File: src/rtl/dline_pkg.sv
package dline_pkg;
    // Cell timing in target-clock units
    localparam int unsigned ONE_LOW_TC  = 4;
    localparam int unsigned ZERO_LOW_TC = 13;
    localparam int unsigned START_TC    = 4;
    localparam int unsigned DECIDE_TC   = 10;
    localparam int unsigned CELL_TC     = 16;

    typedef enum logic [2:0] {
        B_IDLE,
        B_TX_LOW,
        B_TX_HIGH,
        B_RX_START,
        B_RX_WAIT,
        B_RX_TAIL
    } cell_state_e;

    typedef enum logic [1:0] {
        M_IDLE,
        M_ISSUE,
        M_BIT,
        M_FINISH
    } byte_state_e;
endpackage

File: src/rtl/dline_timer.sv
module dline_timer #(
    parameter int unsigned W = 16
) (
    input  logic         clk,
    input  logic         rst_n,
    input  logic         clr,
    input  logic         en,
    output logic [W-1:0] q
);
    localparam logic [W-1:0] TOP = {W{1'b1}};

    // Saturating up-counter
    always_ff @(posedge clk or negedge rst_n) begin
        if (!rst_n) begin
            q <= '0;
        end else if (clr) begin
            q <= '0;
        end else if (en && (q != TOP)) begin
            q <= q + 1'b1;
        end
    end
endmodule

File: src/rtl/dline_sync.sv
module dline_sync #(
    parameter int unsigned STAGES  = 2,
    parameter bit          RST_VAL = 1'b1
) (
    input  logic clk,
    input  logic rst_n,
    input  logic d,
    output logic q
);
    logic [STAGES-1:0] chain;

    for (genvar i = 0; i < STAGES; i++) begin : g_stage
        if (i == 0) begin : g_first
            always_ff @(posedge clk or negedge rst_n) begin
                if (!rst_n) chain[0] <= RST_VAL;
                else        chain[0] <= d;
            end
        end else begin : g_next
            always_ff @(posedge clk or negedge rst_n) begin
                if (!rst_n) chain[i] <= RST_VAL;
                else        chain[i] <= chain[i-1];
            end
        end
    end

    assign q = chain[STAGES-1];
endmodule

File: src/rtl/dline_bitcell.sv
module dline_bitcell
    import dline_pkg::*;
#(
    parameter int unsigned TW = 8,
    parameter int unsigned CW = 16,
    parameter int unsigned LW = 16
) (
    input  logic          clk,
    input  logic          rst_n,
    input  logic          start,
    input  logic          tx_mode,
    input  logic          tx_bit,
    input  logic          sample_mode,
    input  logic [TW-1:0] tick,
    input  logic [LW-1:0] limit,
    input  logic          line_s,
    output logic          bit_done,
    output logic          bit_tmo,
    output logic          rx_bit,
    output logic          drive_low,
    output logic          drive_en
);
    cell_state_e   st, st_n;
    logic [CW-1:0] cnt;
    logic [LW-1:0] wcnt;
    logic [CW-1:0] low_len, start_len, dec_len, cell_len;
    logic          take_cap, take_smp;
    logic          rx_q;

    // Spans in ticks
    assign low_len   = CW'(tick) * (tx_bit ? CW'(ONE_LOW_TC) : CW'(ZERO_LOW_TC));
    assign start_len = CW'(tick) * CW'(START_TC);
    assign dec_len   = CW'(tick) * CW'(DECIDE_TC);
    assign cell_len  = CW'(tick) * CW'(CELL_TC);

    // Ticks since the cell's falling edge
    dline_timer #(.W(CW)) u_cell_cnt (
        .clk   (clk),
        .rst_n (rst_n),
        .clr   (st == B_IDLE),
        .en    (1'b1),
        .q     (cnt)
    );

    // Ticks spent waiting for the reply to end
    dline_timer #(.W(LW)) u_wait_cnt (
        .clk   (clk),
        .rst_n (rst_n),
        .clr   (st != B_RX_WAIT),
        .en    (1'b1),
        .q     (wcnt)
    );

    always_comb begin
        st_n     = st;
        bit_done = 1'b0;
        bit_tmo  = 1'b0;
        take_cap = 1'b0;
        take_smp = 1'b0;
        unique case (st)
            B_IDLE: begin
                if (start) st_n = tx_mode ? B_TX_LOW : B_RX_START;
            end
            B_TX_LOW: begin
                if (cnt >= low_len - 1'b1) st_n = B_TX_HIGH;
            end
            B_TX_HIGH: begin
                if (cnt >= cell_len - 1'b1) begin
                    st_n     = B_IDLE;
                    bit_done = 1'b1;
                end
            end
            B_RX_START: begin
                if (cnt >= start_len - 1'b1) st_n = B_RX_WAIT;
            end
            B_RX_WAIT: begin
                if (sample_mode) begin
                    if (cnt == dec_len) take_smp = 1'b1;
                    if (line_s && (cnt > dec_len)) st_n = B_RX_TAIL;
                end else if (line_s) begin
                    take_cap = 1'b1;
                    st_n     = B_RX_TAIL;
                end
                if (!line_s && (wcnt >= limit)) begin
                    st_n     = B_IDLE;
                    bit_done = 1'b1;
                    bit_tmo  = 1'b1;
                end
            end
            B_RX_TAIL: begin
                if (cnt >= cell_len - 1'b1) begin
                    st_n     = B_IDLE;
                    bit_done = 1'b1;
                end
            end
            default: st_n = B_IDLE;
        endcase
    end

    always_ff @(posedge clk or negedge rst_n) begin
        if (!rst_n) st <= B_IDLE;
        else        st <= st_n;
    end

    always_ff @(posedge clk or negedge rst_n) begin
        if (!rst_n)        rx_q <= 1'b0;
        else if (take_cap) rx_q <= (cnt < dec_len);
        else if (take_smp) rx_q <= line_s;
    end

    assign rx_bit = rx_q;

    always_comb begin
        drive_low = 1'b0;
        drive_en  = 1'b0;
        unique case (st)
            B_TX_LOW, B_RX_START: begin
                drive_low = 1'b1;
                drive_en  = 1'b1;
            end
            B_TX_HIGH: drive_en = 1'b1;
            default: ;
        endcase
    end
endmodule

File: src/rtl/dline_master.sv
module dline_master
    import dline_pkg::*;
#(
    parameter int unsigned TICK_W      = 8,
    parameter int unsigned CNT_W       = 16,
    parameter int unsigned TMO_W       = 16,
    parameter int unsigned SYNC_STAGES = 2,
    parameter int unsigned BYTE_W      = 8
) (
    input  logic              clk,
    input  logic              rst_n,
    input  logic [TICK_W-1:0] cfg_tick,
    input  logic              cfg_sample,
    input  logic [TMO_W-1:0]  cfg_limit,
    input  logic              cmd_valid,
    input  logic              cmd_write,
    input  logic [BYTE_W-1:0] cmd_data,
    output logic              cmd_accept,
    output logic              done,
    output logic              timeout,
    output logic [BYTE_W-1:0] rx_data,
    input  logic              line_in,
    output logic              line_out,
    output logic              line_dir
);
    localparam int unsigned IDX_W = $clog2(BYTE_W);

    byte_state_e       mst, mst_n;
    logic [BYTE_W-1:0] shreg;
    logic [IDX_W-1:0]  left;
    logic              is_tx_q;
    logic              tmo_q;
    logic              busy;
    logic              line_s;
    logic              bit_start, bit_done, bit_tmo, rx_bit;
    logic              drv_low, drv_en;

    dline_sync #(.STAGES(SYNC_STAGES), .RST_VAL(1'b1)) u_sync (
        .clk   (clk),
        .rst_n (rst_n),
        .d     (line_in),
        .q     (line_s)
    );

    dline_bitcell #(.TW(TICK_W), .CW(CNT_W), .LW(TMO_W)) u_cell (
        .clk         (clk),
        .rst_n       (rst_n),
        .start       (bit_start),
        .tx_mode     (is_tx_q),
        .tx_bit      (shreg[BYTE_W-1]),
        .sample_mode (cfg_sample),
        .tick        (cfg_tick),
        .limit       (cfg_limit),
        .line_s      (line_s),
        .bit_done    (bit_done),
        .bit_tmo     (bit_tmo),
        .rx_bit      (rx_bit),
        .drive_low   (drv_low),
        .drive_en    (drv_en)
    );

    always_comb begin
        mst_n = mst;
        unique case (mst)
            M_IDLE:   if (cmd_valid) mst_n = M_ISSUE;
            M_ISSUE:  mst_n = M_BIT;
            M_BIT: begin
                if (bit_done) mst_n = (bit_tmo || (left == '0)) ? M_FINISH : M_ISSUE;
            end
            M_FINISH: mst_n = M_IDLE;
            default:  mst_n = M_IDLE;
        endcase
    end

    always_ff @(posedge clk or negedge rst_n) begin
        if (!rst_n) mst <= M_IDLE;
        else        mst <= mst_n;
    end

    always_ff @(posedge clk or negedge rst_n) begin
        if (!rst_n) begin
            shreg   <= '0;
            left    <= '0;
            is_tx_q <= 1'b0;
            tmo_q   <= 1'b0;
        end else if ((mst == M_IDLE) && cmd_valid) begin
            shreg   <= cmd_data;
            left    <= IDX_W'(BYTE_W - 1);
            is_tx_q <= cmd_write;
            tmo_q   <= 1'b0;
        end else if ((mst == M_BIT) && bit_done) begin
            shreg   <= {shreg[BYTE_W-2:0], rx_bit};
            left    <= left - 1'b1;
            tmo_q   <= bit_tmo;
        end
    end

    assign busy = (mst != M_IDLE);

    always_comb begin
        cmd_accept = (mst == M_IDLE) && cmd_valid;
        bit_start  = (mst == M_ISSUE);
        done       = (mst == M_FINISH);
        timeout    = (mst == M_FINISH) && tmo_q;
        rx_data    = shreg;
        line_out   = !drv_low;
        line_dir   = drv_en || (busy && is_tx_q);
    end
endmodule

File: config.mk
export PLATFORM = sky130hd
export DESIGN_NAME = dline_master
export DESIGN_NICKNAME = d
export VERILOG_FILES = /design/src/rtl/dline_pkg.sv /design/src/rtl/dline_timer.sv /design/src/rtl/dline_sync.sv /design/src/rtl/dline_bitcell.sv /design/src/rtl/dline_master.sv
export SDC_FILE = /design/constraint.sdc
export NUM_CORES = 1
export LEC_CHECK = 0
export BUFFER_PORTS_ARGS = -buffer_cell sky130_fd_sc_hd__buf_4
export CAP_MARGIN = 5
export CORE_ASPECT_RATIO = 0.5
export CORE_MARGIN = 2
export CORE_UTILIZATION = 60
export DETAILED_ROUTE_END_ITERATION = 16
export GPL_TIMING_DRIVEN = 0
export PLACE_DENSITY_LB_ADDON = 0.1
export SKIP_LAST_GASP = 1
export SYNTH_ARGS = -nofsm -noshare
export SYNTH_HDL_FRONTEND = slang
export SYNTH_SLANG_ARGS = --single-unit
File: constraint.sdc
create_clock -name clk -period 6.65 [get_ports clk]
set_input_delay 0.3325 -clock clk [delete_from_list [all_inputs] [get_ports clk]]
set_output_delay 0.3325 -clock clk [all_outputs]
set_load 0.005 [all_outputs]
==> results.md <==
- The run finished with clean final reports.
- Counting flops with an async set or reset pin after synthesis yields a share of 1.000.
- The static power due to leakage is 3.169 nW.
- The count of cells along the worst register-to-register path is 21.
- The detail-routed via count per cell is between 5 and 6.
- The count of flip-flops with a built-in enable after synthesis is 0.
- The number of nets in the finished design is 890.
- The transition time at the pin with the least slew margin is 0.7381 ns.
- The highest fanout seen on the critical path is 10.
- The core footprint is 8919 µm².
- The end of the worst register-to-register path is u_cell.st[1]$_DFFE_PN0P_.
- In the final routed layout, each cell accounts on average for 14.94 µm.
- The type of element launching the critical path is a flop.
- Tracing the worst setup path back leads to its startpoint at rx_data[7]$_DFFE_PN0P_.
- After clock tree synthesis, the setup repair step added 0 buffers.
- In this run, placement finished with an instance count of 840.
- Synthesis instantiated 60 different standard cells from the library.
- The area growth from synthesis to layout is 11.68%.
- The clock slew seen by the registers of the worst setup and hold paths is 0.07 ns.
- The total of fill cells in the finished design is approximately 740.
- The global router's overall resource usage is 0.2546.
- The number of hold-repair buffers added at the cts stage is 0.
- Summing over every cut layer, the via total after detailed routing is 4,946.
- The share of power burned in registers is 0.361.
- For the worst setup path, the data arrival time is between 5 and 6 ns.
- The total power per unit cell area is ~140 nW/µm².
- The critical path is of the reg -> reg type.
- 51 I/O pins were placed.
- In this run the cell area measured after placement is 6180 µm².
- Entering global routing, the biggest net connects 54 pins.
- The total of max-cap violations is 0.
- The part of the power in combinational logic is 0.359.
- The final hold violation count is 0.
- The final-report max-slew violation count is 0.
- The capturing element type of the critical path is a flop.
- The detail route stage leaves a number of antenna-violating nets equal to 0.
- The achievable frequency is 192.9 MHz.
- The proportion of layout cells with a drive suffix above 1 is 0.09986.
- The end point of the critical path is u_cell.st[1]$_DFFE_PN0P_.
- The final routed wirelength across all metal layers is 12,670 µm.
- The mean instance size in the synthesized netlist is about 8.4 µm².
- The half-perimeter wire length of the detailed placement result is roughly 10,000 µm.
- The post-placement setup slack is about 1.5 ns.
- In the finished design, the share of the clock period the worst path needs comes to 0.7797.
- The first detailed-routing pass ran for 5 iterations.
- The final weighted congestion in routability-driven placement is slightly above 0.9.
- The number of clock buffers inserted by TritonCTS is 5.
- The area of the mapped netlist is 5658 µm².
- On the final layout, the worst clock skew is approximately 0.010 ns.
- For this run, design rule violations remaining after detail routing come to 0.
- The class of the tightest hold or removal check is in -> async.
- The smallest clock period supported by the final layout is computed as 5.185 ns.
- The worst pin sits at a relative slew slack of 0.5061.
- The share of total power dissipated in the clock network is 0.280.
- The final core area utilization is 0.7085.
- Input and output buffers added on the ports amount to 50.
- The initial cell density of the core is 0.6344.
- The total global routing overflow is 0.
- In this run the power spent charging and discharging nets is 0.2948 mW.
- The launch instance of the worst register-to-register path is rx_data[7]$_DFFE_PN0P_.
- After clock tree synthesis, the repair step resized 0 gates.
- The TritonCTS sink count is 53.
- The number of antenna diodes in the final layout is 0.
- The instance count of the mapped netlist is 673.
- The clock latency reported for the late side of the worst-skew pair is between 0.2 and 0.3 ns.
- The vertical die dimension is 72.67 µm.
- The worst setup margin is 1.465 ns.
- The flop and latch count out of synthesis is 53.
- The synthesized net count is about 830.
- The number of synthesis warnings is 0.
- The reg-to-reg setup timing slack is about 1.5 ns.
- Setup repair after global routing left no endpoint under its margin.
- The commonest register cell after synthesis is dfrtp_1.
- The wire length of the first global-routing pass is approximately 21,000 µm.
- The horizontal die dimension is 141.3 µm.
- The highest ir drop seen on vdd is 0.00009021 V.
- The final instance area is 6319 µm².
- Setup violations remaining at the end of the flow were counted as 0.
- The number of buffers on the longest clock path is 2.
- The number of global-route vias before repair is 4,606.
- The number of rows in the core area is 24.
- The register area share after synthesis is 0.2349.
- Data on the critical path is required at its endpoint by 6.87 ns.
- The number of antenna violations at the first check in global routing is 0.
- The initial DRC count is 204.
- The summed negative setup slack over all endpoints is 0 ns.
- The design draws 0.8985 mW.
- The die covers a little over 10,000 µm².
- The number of cells in the finished layout apart from fillers is between 800 and 900.
- The internal portion of the total power is 0.6037 mW.
- The cell sitting at the root of the clock tree is a clkbuf_16.
- The H-tree level count is 2.
- The worst slack on hold paths is 0.05670 ns.
- The share of total power consumed by net switching is 0.3281.
- The CTS tree is yes.
## cell usage in the layout (no fill, tap or decap), drive strengths merged, types with 19 or more instances in the layout
master,netlist,layout
ha,116,116
inv,82,82
nor2,59,59
buf,4,54
dfrtp,51,51
nand2,44,44
a21oi,43,43
o21ai,39,39
xnor2,23,23
nor3,23,23
nand4,19,19
## registers in the layout (all words and copies together) (netlist names)
signal	flops
u_sync.chain	1
u_cell.rx_bit	1
u_cell.u_wait_cnt.q	16
is_tx_q	1
tmo_q	1
mst	2
rx_data	8
u_cell.st	3
u_cell.u_cell_cnt.q	16
left	3
u_sync.q	1
## cell type report
class	instances	area, µm²	area share
plain buffers	11	51.30	0.008119
clock buffers	6	128.9	0.02040
clock inverters	2	10.01	0.001584
inverters	82	307.8	0.04871
multi-input cells	527	3970	0.6283
flip-flops and latches	53	1329	0.2103
well taps	117	146.4	0.02317
repair buffers	50	375.4	0.05941
## power groups by stage
stage	combinational [mW]	sequential (mW)	clock (mW)
CTS	0.322	0.324	0.254
floorplan	0.232	0.330	0
finish	0.323	0.324	0.252
detailed placement	0.319	0.330	0
global route	0.368	0.324	0.268
global placement	0.309	0.330	0
## worst max-delay path, cell delays in order (launching register included)
cell and delay, ns:
dfrtp_1 0.51, nand2b_1 0.24, ha_1 0.28, inv_1 0.04
ha_1 0.26, inv_1 0.05, fa_1 0.50, inv_1 0.04
ha_1 0.35, nor3_1 0.22, nor2_1 0.07, a31oi_1 0.24
nor2b_1 0.08, o21a_1 0.19, o41ai_1 0.47, xor2_1 0.16
ha_1 0.31, nand4_1 0.09, a2111oi_0 0.42, o21ai_2 0.21
nor3_2 0.20, mux2i_1 0.19
## how the worst min path moves through the flow
stage	from	end	slack (ns)	depth (start not counted)
floorplan	rst_n	is_tx_q$_DFFE_PN0P_	0.04	0
global placement	u_sync.chain[0]$_DFF_PN1_	u_sync.q$_DFF_PN1_	0.35	0
detailed placement	u_sync.chain[0]$_DFF_PN1_	u_sync.q$_DFF_PN1_	0.35	0
CTS	rst_n	u_cell.u_cell_cnt.q[14]$_DFFE_PN0P_	0.11	1
global route	rst_n	u_cell.u_cell_cnt.q[14]$_DFFE_PN0P_	0.13	1
finish	rst_n	u_cell.u_cell_cnt.q[14]$_DFFE_PN0P_	0.06	1
## cells in the mapped netlist (7+ instances only)
cell        n  area (µm²)
inv_1      82       307.8
a211oi_1    7       52.55
nand2b_1   13       81.33
nand2_1    44       165.2
nor2b_1     7       43.79
nand3_1    15       75.07
nand4_1    19       118.9
a31oi_1    16       100.1
dfrtp_1    51        1276
nor2_1     59       221.5
clkbuf_1    7       26.28
a21oi_1    43       215.2
a21o_1      7       52.55
xor2_1     15       131.4
ha_1      116        1451
o21ai_0    36       180.2
nor3_1     21       105.1
and3_1     10       62.56
xnor2_1    23       201.4
## layer usage
layer	global-route usage	wire (µm)
met3	0.02822	457
met2	0.4444	5906
met4	0.04222	104
met1	0.3526	6203
met5	0	0
## logic make-up after synthesis
logic type	after synthesis	synth area share
XOR/XNOR	38	0.05882
AO/OA/AOI/OAI	144	0.1575
buffers and inverters	93	0.06347
multiplexers	6	0.01062
AND/OR/NAND/NOR	217	0.1970
flip-flops	53	0.2349
adder cells (fa/ha/maj)	122	0.2778
No activity file was read; power rests on OpenSTA's default activity.
